===== config.mk =====
export PLATFORM = sky130hd
export DESIGN_NAME = cu_ctrl
export DESIGN_NICKNAME = d
export VERILOG_FILES = /design/src/rtl/cu_pkg.sv /design/src/rtl/cu_rec_mem.sv /design/src/rtl/cu_nop_timer.sv /design/src/rtl/cu_fsm.sv /design/src/rtl/cu_ctrl.sv
export SDC_FILE = /design/constraint.sdc
export NUM_CORES = 1
export LEC_CHECK = 0
export BUFFER_PORTS_ARGS = -buffer_cell sky130_fd_sc_hd__buf_2
export CORE_AREA = 2 2 227 229
export DETAILED_ROUTE_END_ITERATION = 8
export DIE_AREA = 0 0 229 231
export PLACE_DENSITY = 0.77
export SYNTH_ARGS = -nofsm -noshare
export SYNTH_HDL_FRONTEND = slang
export SYNTH_SLANG_ARGS = --single-unit

===== constraint.sdc =====
create_clock -name clk -period 4.86 [get_ports clk]
set_input_delay 1.215 -clock clk [delete_from_list [all_inputs] [get_ports clk]]
set_output_delay 1.215 -clock clk [all_outputs]
set_load 0.005 [all_outputs]

===== src/rtl/cu_pkg.sv =====
package cu_pkg;

    typedef enum logic [2:0] {
        ST_FREE,
        ST_FILL,
        ST_DECODE,
        ST_WAIT_NOP,
        ST_KICK,
        ST_WAIT_ENG,
        ST_RESULT
    } cu_state_t;

    typedef enum logic [1:0] {
        OP_NONE   = 2'd0,
        OP_SMOOTH = 2'd1,
        OP_CORR   = 2'd2
    } eng_op_t;

    localparam logic [6:0] CODE_SMOOTH = 7'd1;
    localparam logic [6:0] CODE_CORR   = 7'd2;

    // Unknown codes fall back to the internal no-operation path.
    function automatic eng_op_t decode_cmd(input logic [6:0] code);
        eng_op_t op;
        unique case (code)
            CODE_SMOOTH: op = OP_SMOOTH;
            CODE_CORR:   op = OP_CORR;
            default:     op = OP_NONE;
        endcase
        return op;
    endfunction

endpackage


===== src/rtl/cu_rec_mem.sv =====
module cu_rec_mem #(
    parameter int WORDS = 16,
    parameter int DW    = 32,
    localparam int AW   = $clog2(WORDS)
) (
    input  logic          clk,
    input  logic          rst,
    input  logic          we,
    input  logic [AW-1:0] waddr,
    input  logic [DW-1:0] wdata,
    input  logic          re,
    input  logic [AW-1:0] raddr,
    output logic [DW-1:0] rdata,
    output logic [DW-1:0] word0
);

    logic [DW-1:0] words [WORDS];

    // One register per word; abort does not reach this module.
    for (genvar g = 0; g < WORDS; g++) begin : g_word
        always_ff @(posedge clk) begin
            if (rst) begin
                words[g] <= '0;
            end else if (we && (waddr == AW'(g))) begin
                words[g] <= wdata;
            end
        end
    end

    always_ff @(posedge clk) begin
        if (rst) begin
            rdata <= '0;
        end else if (re) begin
            rdata <= words[raddr];
        end
    end

    assign word0 = words[0];

endmodule


===== src/rtl/cu_nop_timer.sv =====
module cu_nop_timer #(
    parameter int CW = 8
) (
    input  logic          clk,
    input  logic          clr,
    input  logic          ld,
    input  logic [CW-1:0] ld_val,
    output logic          zero
);

    logic [CW-1:0] cnt;

    always_ff @(posedge clk) begin
        if (clr) begin
            cnt <= '0;
        end else if (ld) begin
            cnt <= ld_val;
        end else if (cnt != '0) begin
            cnt <= cnt - 1'b1;
        end
    end

    assign zero = (cnt == '0);

endmodule


===== src/rtl/cu_fsm.sv =====
module cu_fsm
    import cu_pkg::*;
(
    input  logic      clk,
    input  logic      rst,
    input  logic      abort_i,
    input  logic      load_i,
    input  logic      wr_i,
    input  logic      run_i,
    input  logic      thanks_i,
    input  logic      busy_i,
    input  logic [6:0] code_i,
    input  logic      tmr_zero,
    output logic      avail_o,
    output logic      done_o,
    output logic      mem_we,
    output logic      tmr_ld,
    output logic      start_o,
    output eng_op_t   op_o
);

    cu_state_t state, state_nx;
    eng_op_t   op_dec;
    logic [1:0] run_len;

    assign op_dec = decode_cmd(code_i);

    // State register: abort acts as a reset for the control path.
    always_ff @(posedge clk) begin
        if (rst || abort_i) begin
            state <= ST_FREE;
        end else begin
            state <= state_nx;
        end
    end

    always_comb begin
        state_nx = state;
        unique case (state)
            ST_FREE: begin
                if (run_i) begin
                    state_nx = ST_DECODE;
                end else if (load_i) begin
                    state_nx = ST_FILL;
                end
            end
            ST_FILL: begin
                if (run_i) begin
                    state_nx = ST_DECODE;
                end
            end
            ST_DECODE: begin
                state_nx = (op_dec == OP_NONE) ? ST_WAIT_NOP : ST_KICK;
            end
            ST_WAIT_NOP: begin
                if (tmr_zero) begin
                    state_nx = ST_RESULT;
                end
            end
            ST_KICK: begin
                state_nx = ST_WAIT_ENG;
            end
            ST_WAIT_ENG: begin
                if (!busy_i) begin
                    state_nx = ST_RESULT;
                end
            end
            ST_RESULT: begin
                if (thanks_i) begin
                    state_nx = ST_FREE;
                end
            end
            default: state_nx = ST_FREE;
        endcase
    end

    // Output decode.
    always_comb begin
        avail_o = 1'b0;
        done_o  = 1'b0;
        tmr_ld  = 1'b0;
        start_o = 1'b0;
        unique case (state)
            ST_FREE:     avail_o = 1'b1;
            ST_FILL:     avail_o = 1'b0;
            ST_DECODE:   tmr_ld  = 1'b1;
            ST_WAIT_NOP: avail_o = 1'b0;
            ST_KICK:     start_o = 1'b1;
            ST_WAIT_ENG: avail_o = 1'b0;
            ST_RESULT:   done_o  = 1'b1;
            default:     avail_o = 1'b0;
        endcase
        mem_we = load_i && wr_i && !run_i && !abort_i
                 && ((state == ST_FREE) || (state == ST_FILL));
        op_o   = op_dec;
    end

    // Consecutive run cycles seen before the current one.
    always_ff @(posedge clk) begin
        if (rst) begin
            run_len <= '0;
        end else if (run_i) begin
            run_len <= (run_len == 2'd3) ? run_len : run_len + 1'b1;
        end else begin
            run_len <= '0;
        end
    end

    AST_RUN_MAX_TWO: assert property (@(posedge clk) disable iff (rst || abort_i)
        run_i |-> (run_len < 2'd2));

    AST_LOAD_TAKES_UNIT: assert property (@(posedge clk) disable iff (rst || abort_i)
        (avail_o && (load_i || run_i)) |=> !avail_o);

    AST_DONE_HELD: assert property (@(posedge clk) disable iff (rst || abort_i)
        (done_o && !thanks_i) |=> (done_o && !avail_o));

    AST_START_PULSE: assert property (@(posedge clk) disable iff (rst || abort_i)
        start_o |=> !start_o);

    AST_NOP_NO_START: assert property (@(posedge clk) disable iff (rst || abort_i)
        (tmr_ld && (op_o == OP_NONE)) |=> !start_o);

endmodule


===== src/rtl/cu_ctrl.sv =====
module cu_ctrl
    import cu_pkg::*;
#(
    parameter int WORDS = 16,
    parameter int DW    = 32,
    localparam int AW   = $clog2(WORDS),
    localparam int BW   = 8
) (
    input  logic          clk,
    input  logic          rst,
    input  logic          abort_i,
    input  logic          load_i,
    input  logic          wr_i,
    input  logic [AW-1:0] waddr_i,
    input  logic [DW-1:0] wdata_i,
    input  logic          run_i,
    output logic          avail_o,
    output logic          done_o,
    output logic          final_o,
    output logic [BW-1:0] frame_id_o,
    input  logic          thanks_i,
    input  logic          rd_i,
    input  logic [AW-1:0] raddr_i,
    output logic [DW-1:0] rdata_o,
    output logic          eng_start_o,
    output logic [1:0]    eng_op_o,
    output logic [BW-1:0] eng_arg0_o,
    output logic [BW-1:0] eng_arg1_o,
    input  logic          eng_busy_i
);

    logic [DW-1:0] word0;
    logic          mem_we;
    logic          tmr_ld;
    logic          tmr_zero;
    eng_op_t       op;

    cu_rec_mem #(.WORDS(WORDS), .DW(DW)) u_mem (
        .clk   (clk),
        .rst   (rst),
        .we    (mem_we),
        .waddr (waddr_i),
        .wdata (wdata_i),
        .re    (rd_i),
        .raddr (raddr_i),
        .rdata (rdata_o),
        .word0 (word0)
    );

    cu_nop_timer #(.CW(BW)) u_tmr (
        .clk    (clk),
        .clr    (rst || abort_i),
        .ld     (tmr_ld),
        .ld_val (word0[2*BW +: BW]),
        .zero   (tmr_zero)
    );

    cu_fsm u_fsm (
        .clk      (clk),
        .rst      (rst),
        .abort_i  (abort_i),
        .load_i   (load_i),
        .wr_i     (wr_i),
        .run_i    (run_i),
        .thanks_i (thanks_i),
        .busy_i   (eng_busy_i),
        .code_i   (word0[BW +: 7]),
        .tmr_zero (tmr_zero),
        .avail_o  (avail_o),
        .done_o   (done_o),
        .mem_we   (mem_we),
        .tmr_ld   (tmr_ld),
        .start_o  (eng_start_o),
        .op_o     (op)
    );

    assign eng_op_o   = op;
    assign frame_id_o = word0[0 +: BW];
    assign final_o    = word0[2*BW-1];
    assign eng_arg0_o = word0[2*BW +: BW];
    assign eng_arg1_o = word0[3*BW +: BW];

    AST_ABORT_FREES: assert property (@(posedge clk) disable iff (rst)
        abort_i |=> (avail_o && !done_o));

    AST_RESULT_FROZEN: assert property (@(posedge clk) disable iff (rst)
        done_o |=> ($stable(frame_id_o) && $stable(final_o)));

    AST_ABORT_KEEPS_TAG: assert property (@(posedge clk) disable iff (rst)
        (abort_i && !load_i) |=> $stable(frame_id_o));

endmodule


== Word level (Yosys, flattened, before mapping) ==
Memories as Yosys holds them, arrays and structs flattened. A register that Yosys moved wholly into a read port is not among the register bits.
Index checks and enable logic that the tools add are counted.

* Bits in registers: 11
* Bits in writable memories: 512
* Bits of input ports: 49
* Output and inout port bits: 62
* Word-level logic and storage cells: 160
* Memories: 1

{| class="wikitable"
|+ Memory list
! name !! depth !! width !! read ports !! clocked after Yosys merged registers in !! wr ports !! line !! text
|-
| u_mem.words || 16 || 32 || 2 || 1 || 16 || cu_rec_mem.sv:17 || <nowiki>logic [DW-1:0] words [WORDS];</nowiki>
|}

* Add/sub/neg operators: 1
* Equality and inequality tests: 28
* Multiplexer cells: 81
* Bitwise logic cells: 16
* Reduce and logical (&&, ||, !) cells: 31

{| class="wikitable"
|+ Operators with widths
! kind !! count
|-
| $mux 32 || 16
|-
| $mux 1 || 54
|-
| $eq 4x4->1 const B || 8
|-
| $mux 3 || 7
|-
| $pmux 3 s7 || 1
|-
| $logic_and 1x1->1 || 20
|-
| $eq 4x3->1 const B || 4
|-
| $mux 8 || 2
|-
| $or 1x1->1 || 16
|-
| $eq 3x3->1 const B || 3
|-
| $eq 4x2->1 const B || 2
|-
| $logic_not 8->1 || 1
|-
| $ne 2x2->1 const B || 4
|-
| $reduce_bool 8->1 || 1
|-
| $sub 8x1->8 const B || 1
|-
| $eq 7x1->1 const B || 1
|-
| $eq 7x2->1 const B || 1
|-
| $eq 3x2->1 const B || 2
|-
| $reduce_and 5->1 || 1
|-
| $eq 4x1->1 const B || 1
|-
| $logic_not 4->1 || 1
|-
| $pmux 2 s2 || 1
|-
| $eq 3x1->1 const B || 1
|-
| $logic_not 3->1 || 1
|-
| 5 further kinds || 7
|}

== Depth between registers and ports, before layout ==
Gate-level depths: netlist of the first run.

* Depth after elaboration: 9
* Mapped depth: 7

== Modules after synthesis ==
Synthesis of the first run repeated with hierarchy kept, for this count alone.

* Cell total of the unflattened synthesis: 1932
* Area total of the unflattened synthesis: 25473.2 sq um

{| class="wikitable"
|+ By module, submodules not included
! module !! times used !! cells each !! area an instance (sq um) !! sequential area each (sq um)
|-
| cu_rec_mem || 1 || 1838 || 24681.2 || 16015.4
|-
| cu_nop_timer || 1 || 53 || 475.5 || 160.2
|-
| cu_fsm || 1 || 40 || 310.3 || 60.1
|-
| cu_ctrl || 1 || 1 || 6.3 || 0.0
|}

== Worst setup path after synthesis of the first run ==
Ideal clock, no wire load.

* Path type: input port to flip-flop
* Start point: in abort_i
* End point: mem u_mem.words[1][0] (enable)
* Library setup time: 0.470 ns
* Arrival time: 4.245 ns
* Required time: 4.390 ns
* Path slack: 0.145 ns
* Stages: 3
* Path through: and4bb_2 -> nand4b_1 -> o31ai_1

{| class="wikitable"
|+ RTL lines
! element !! line !! text
|-
| from (decl) || cu_ctrl.sv:11 || <nowiki>input logic abort_i,</nowiki>
|-
| to (decl) || cu_rec_mem.sv:17 ||
|}

==> impl_metrics.yaml, run 1 <==
synthesis:
  synth-edff-count: 512
  netlist_top_cells_area: "edfxtp_1 61%, and2_1 13%, mux2i_1 10%, dfxtp_1 3.4%, nand3_1 2.0%"
  ys_warn_count: 0
  netlist_area_mm2: 0.02507
  avgSynthCellArea_um2: 12.93
  ys_ff_latch: 555
  yosys.area.top_type_share_pct: 61.32
  postSynth.asyncResetShare_pct: 0
  synthFlopType: "edfxtp_1"
  synth_top_area_cell: "edfxtp_1"
  ys_types: 42
  synth_nets: 1990
  ys_seq_area_share_pct: 64.75
  syn_inst: 1939
timing:
  setup_viol: 0
  layout_min_cycle_time_ps: 3330
  fin_skew_ps: 17.16
  slew_viol_final: 0
  rsz0062_at_grt: "false"
  worstMarginPinSlew_ps: 1287
  finalSetupTns_ps: 0
  timing.final.crit_share_pct: 68.51
  worst_slew_margin_rel_pct: 14.02
  timing.fmax_mhz: 300.3
  hold_viol: 0
detailed_routing:
  antenna_left: 0
  firstDrtPassIters: 5
  drt-initial-drc-count: 1667
  via_count: 15813
  drc: 0
  wl_per_cell_um: 24.12
  detail_route.vias_per_cell: 5.799
  totalWireLength_um: 65780
pwr:
  power.density_mw_per_mm2: 383.7
  p_leak_uw: 0.01126
  ir_drop_uv: 351.0
setup_path:
  slowest_stage: "nor3_1"
  critPathArrivalTime_ps: 2110
  path_cells: "nor3_1 > nand2_1 > nor3b_1 > buf_2"
  cp_num_buf_inv: 1
  start_kind: "flop"
  required_ps: 3640
  slowest_delay_ps: 540
  cp-end-kind: "output pin"
  cpLargestDelayFamily: "simple AND/OR/NAND/NOR gates"
  path_class: "flop to output pin"
  cp_max_fo: 3
clock_network:
  post-cts-setup-buffers: 0
  clkLatencyLatePin_ps: 610
  cts.sinks: 555
  ctsHoldBuffers: 0
  htreeDepth: 2
  clock_path_buffers: 3
  numCtsBuffers: 56
  path_clk_slew_ps: 60
  postCtsResizedCells: 0
  cts-root-buf: "clkbuf_16"
  cts_tree: "yes"
finish:
  area_growth_pct: 13.49
  fill_cells: 4135
  drive_above_1_share_pct: 14.02
  diodes: 0
  nets: 2053
  final_area_mm2: 0.02845
global_route:
  use_met2_pct: 42.27
  grt_busiest_layer: "met2"
  met3_usage_pct: 3.866
  antenna_found_initial: 0
  grt_pass1_vias: 16229
  overflow: 0
  met1_usage_pct: 30.96
  grtUsageTotal_pct: 24.72
  grt_max_degree: 65
  grt_pass1_wl_um: 98680
floorplan:
  ios: 111
  core_area_mm2: 0.05068
  initial_core_util_pct: 49.47
  rows: 83
  die_h_um: 231
  die_w_um: 229
  die_area_mm2: 0.05290
placement:
  placed_area_mm2: 0.02658
  dp_hpwl_um: 38860
  gp_congestion: 0.8399
  io_buffers: 110
hold_path:
  hold_class: "flop to flop"
flow_run:
  maxCapViolCount: 0
outcome:
  status: "finished, final reports clean"
-- metal layers --
metal / share of wire [%] / wire length, µm
met5: 0 / 0
met1: 38 / 25290
met3: 7.3 / 4779
met4: 4.4 / 2875
met2: 50 / 32840
-- cell type report --
type / count / area [µm²] / share of cell area [%]
tap: 680 / 850.8 / 2.990
multi-input combinational: 1224 / 8468 / 29.76
clock inverter: 36 / 386.6 / 1.359
sequential: 555 / 16240 / 57.06
inverter: 5 / 18.77 / 0.06596
timing repair buffer: 160 / 1011 / 3.553
clock buffer: 67 / 1484 / 5.215
-- per-stage QoR --
stage	power, µW	instances	worst slack [ps]	hold WS, ps	utilization [%]
floorplan	6219	1939	144.9	450.0	-
detailed placement	6571	2624	1052	443.5	52.46
finish	10920	2727	1530	452.5	56.15
CTS	10940	2727	1505	456.5	56.15
global route	11230	2727	1404	482.9	56.15
global placement	6538	2624	1163	435.5	52.46
-- synthesized netlist by cell type (all sizes together) (8+ instances only) --
cell type,instances
a21oi,74
buf,25
edfxtp,512
o21ai,19
mux2i,257
nand2,106
nand3,101
a22oi,64
dfxtp,43
and2,513
clkbuf,130
nor2,27
nor3b,8
-- registers in the layout, summed over array words and instances (netlist names) --
| name | flops |
|---|---|
| u_fsm.state | 3 |
| u_mem.rdata | 32 |
| u_mem.words | 512 |
| u_tmr.cnt | 8 |
-- path summary, 6_finish.rpt --
check,start,end,slack [ps],cells past startpoint
hold reg to reg,u_mem.rdata[25],u_mem.rdata[25],450,2
setup reg to reg,u_fsm.state[2],u_mem.words[13][24],1900,4
setup / recovery,u_mem.words[0][13],eng_op_o[0],1530,4
hold / removal,u_mem.rdata[25],u_mem.rdata[25],450,2
-- worst reg2reg max path, delay by kind of cell, from the launching register on --
family,cells,cell delay (ps)
compound gates,1,770
buf+inv,1,380
flops,1,410
simple gates,2,1090
-- report_power, final --
part / switching (µW) / leakage (µW) / internal [µW] / total [µW]
Sequential: 102 / 0.00569 / 5390 / 5500
Clock: 1840 / 0.000905 / 2590 / 4430
Combinational: 630 / 0.00466 / 358 / 988
-- logic make-up after synthesis --
kind of cell | Yosys count | synth area share [%]
simple gates | 789 | 17.99
flops | 555 | 64.75
mux | 257 | 10.26
compound gates | 173 | 4.277
buf+inv | 160 | 2.515
xor+xnor | 3 | 0.1048
fa+ha+maj | 2 | 0.09979
-- cell usage in the layout (no fill, tap or decap), types with 8 or more instances in the layout --
cell	synthesis	layout
a22oi_1	64	64
nor2_1	27	9
o21ai_4	0	12
clkbuf_16	0	57
and2_1	513	512
nand2_1	106	106
buf_2	24	109
a21oi_1	74	74
edfxtp_1	512	512
nor3b_1	8	8
clkbuf_1	130	8
mux2i_1	257	257
nand3_1	101	101
nor2_2	0	16
clkinv_2	0	10
clkinv_1	0	11
bufinv_16	0	8
buf_4	0	44
dfxtp_1	43	43
Note: power is estimated with default switching activity, not from simulation.
==> run 2: changes to the inputs <==
clock period = 2.8 ns   (was 4.86 ns; I/O delays follow)
==> impl_metrics.yaml, run 2 (synthesized netlist as in run 1, its figures left out) <==
detailed_routing:
  antenna_left: 0
  detail_route.vias_per_cell: 5.797
  via_count: 15958
  drc: 0
  firstDrtPassIters: 5
  drt-initial-drc-count: 1851
  wl_per_cell_um: 24.53
  totalWireLength_um: 67540
floorplan:
  rows: 83
  initial_core_util_pct: 49.47
  ios: 111
  die_w_um: 229
  core_area_mm2: 0.05068
  die_h_um: 231
  die_area_mm2: 0.05290
timing:
  setup_viol: 0
  holdWs_ps: 403.2
  timing.fmax_mhz: 375.8
  fin_skew_ps: 19.75
  slew_viol_final: 0
  worstMarginPinSlew_ps: 975.4
  timing.final.crit_share_pct: 95.05
  layout_min_cycle_time_ps: 2661
  finalSetupTns_ps: 0
  worst_slew_margin_rel_pct: 34.97
  hold_viol: 0
  rsz0062_at_grt: "false"
setup_path:
  start_kind: "flop"
  path_cells: "nor3_2 > nand2_1 > nor3b_1 > buf_2"
  slowest_delay_ps: 430
  path_class: "flop to output pin"
  cp_max_fo: 3
  cp-end-kind: "output pin"
  required_ps: 2100
  critPathArrivalTime_ps: 1960
  slowest_stage: "edfxtp_1"
  cp_num_buf_inv: 1
  cpLargestDelayFamily: "simple AND/OR/NAND/NOR gates"
finish:
  largest_reg_flops: 512
  fill_cells: 4010
  diodes: 0
  top_register: "u_mem.words"
  fin_cells: 2753
  nets: 2076
  drive_above_1_share_pct: 15.00
  largestRegisters: "u_mem.words x512, u_mem.rdata x32, u_tmr.cnt x8"
  seq_area_mm2: 0.01624
  area_growth_pct: 15.63
  mostFrequentLayoutCells: "512 x and2_1, 512 x edfxtp_1, 257 x mux2i_1"
  multi_input_area_mm2: 0.008473
placement:
  gp_congestion: 0.8375
  dp_hpwl_um: 40090
  place_inst: 2647
  io_buffers: 110
global_route:
  overflow: 0
  antenna_found_initial: 0
  grt_pass1_vias: 16369
  grt_max_degree: 65
  grt_pass1_wl_um: 101100
  grtUsageTotal_pct: 25.50
hold_path:
  hold_class: "input port to flop"
clock_network:
  path_clk_slew_ps: 60
  clkLatencyLatePin_ps: 610
  clock_path_buffers: 3
  cts_tree: "yes"
  post-cts-setup-buffers: 0
  numCtsBuffers: 56
  htreeDepth: 2
  cts.sinks: 555
  cts-root-buf: "clkbuf_16"
outcome:
  status: "finished, final reports clean"
pwr:
  p_leak_uw: 0.01151
  ir_drop_uv: 496.1
  power.density_mw_per_mm2: 664.9
flow_run:
  maxCapViolCount: 0
## run 2: power by group
group	total [µW]	internal, µW	switching [µW]
logic	1800	668	1130
clock network	7930	4770	3150
registers	9550	9360	186
## run 2: worst paths after layout
path / from / end / slack [ps] / cells after the start
hold reg to reg: u_mem.rdata[18] / u_mem.rdata[18] / 450 / 2
hold / removal: abort_i / u_fsm.state[0] / 400 / 4
setup / recovery: u_mem.words[0][14] / eng_op_o[0] / 140 / 4
setup reg to reg: u_fsm.state[2] / u_mem.words[8][25] / 720 / 5
## run 2: worst min-delay path, stage by stage
cell and delay [ps]:
buf_2 90, nor2_1 50, nand2_1 70, o2bb2ai_1 50
## run 2: routing by layer
layer	share of wire (%)	vias to the layer above	routed length, µm	GRT usage, %
met1	38	7958	25530	31.51
met5	0	-	0	0
met2	50	751	33970	44.67
met3	7.5	150	5093	3.693
li1	-	7099	-	-
met4	4.4	0	2950	11.16
## run 2: cell type report
type                       count  area share [%]
clock buffer                  88           5.671
tap                          680           2.935
timing repair buffer         183           5.032
inverter                       5         0.06473
clock inverter                18           1.075
sequential                   555           56.00
multi-input combinational   1224           29.22
## run 2: per-stage QoR
step	cell area (µm²)	setup slack (ps)	power, µW	util (%)
2_1_floorplan	25110	-443.6	10790	-
3_3_place_gp	27030	276.8	11410	53.34
3_5_place_dp	27030	241.6	11500	53.34
4_1_cts	28990	119.2	19330	57.21
5_1_grt	28990	37.80	19840	57.21
6_report	28990	138.7	19280	57.21
## run 2: what timing repair did
item,in CTS,in global routing
setup endpoints to repair,2,0
gates resized for setup,1,0
hold buffers,0,0
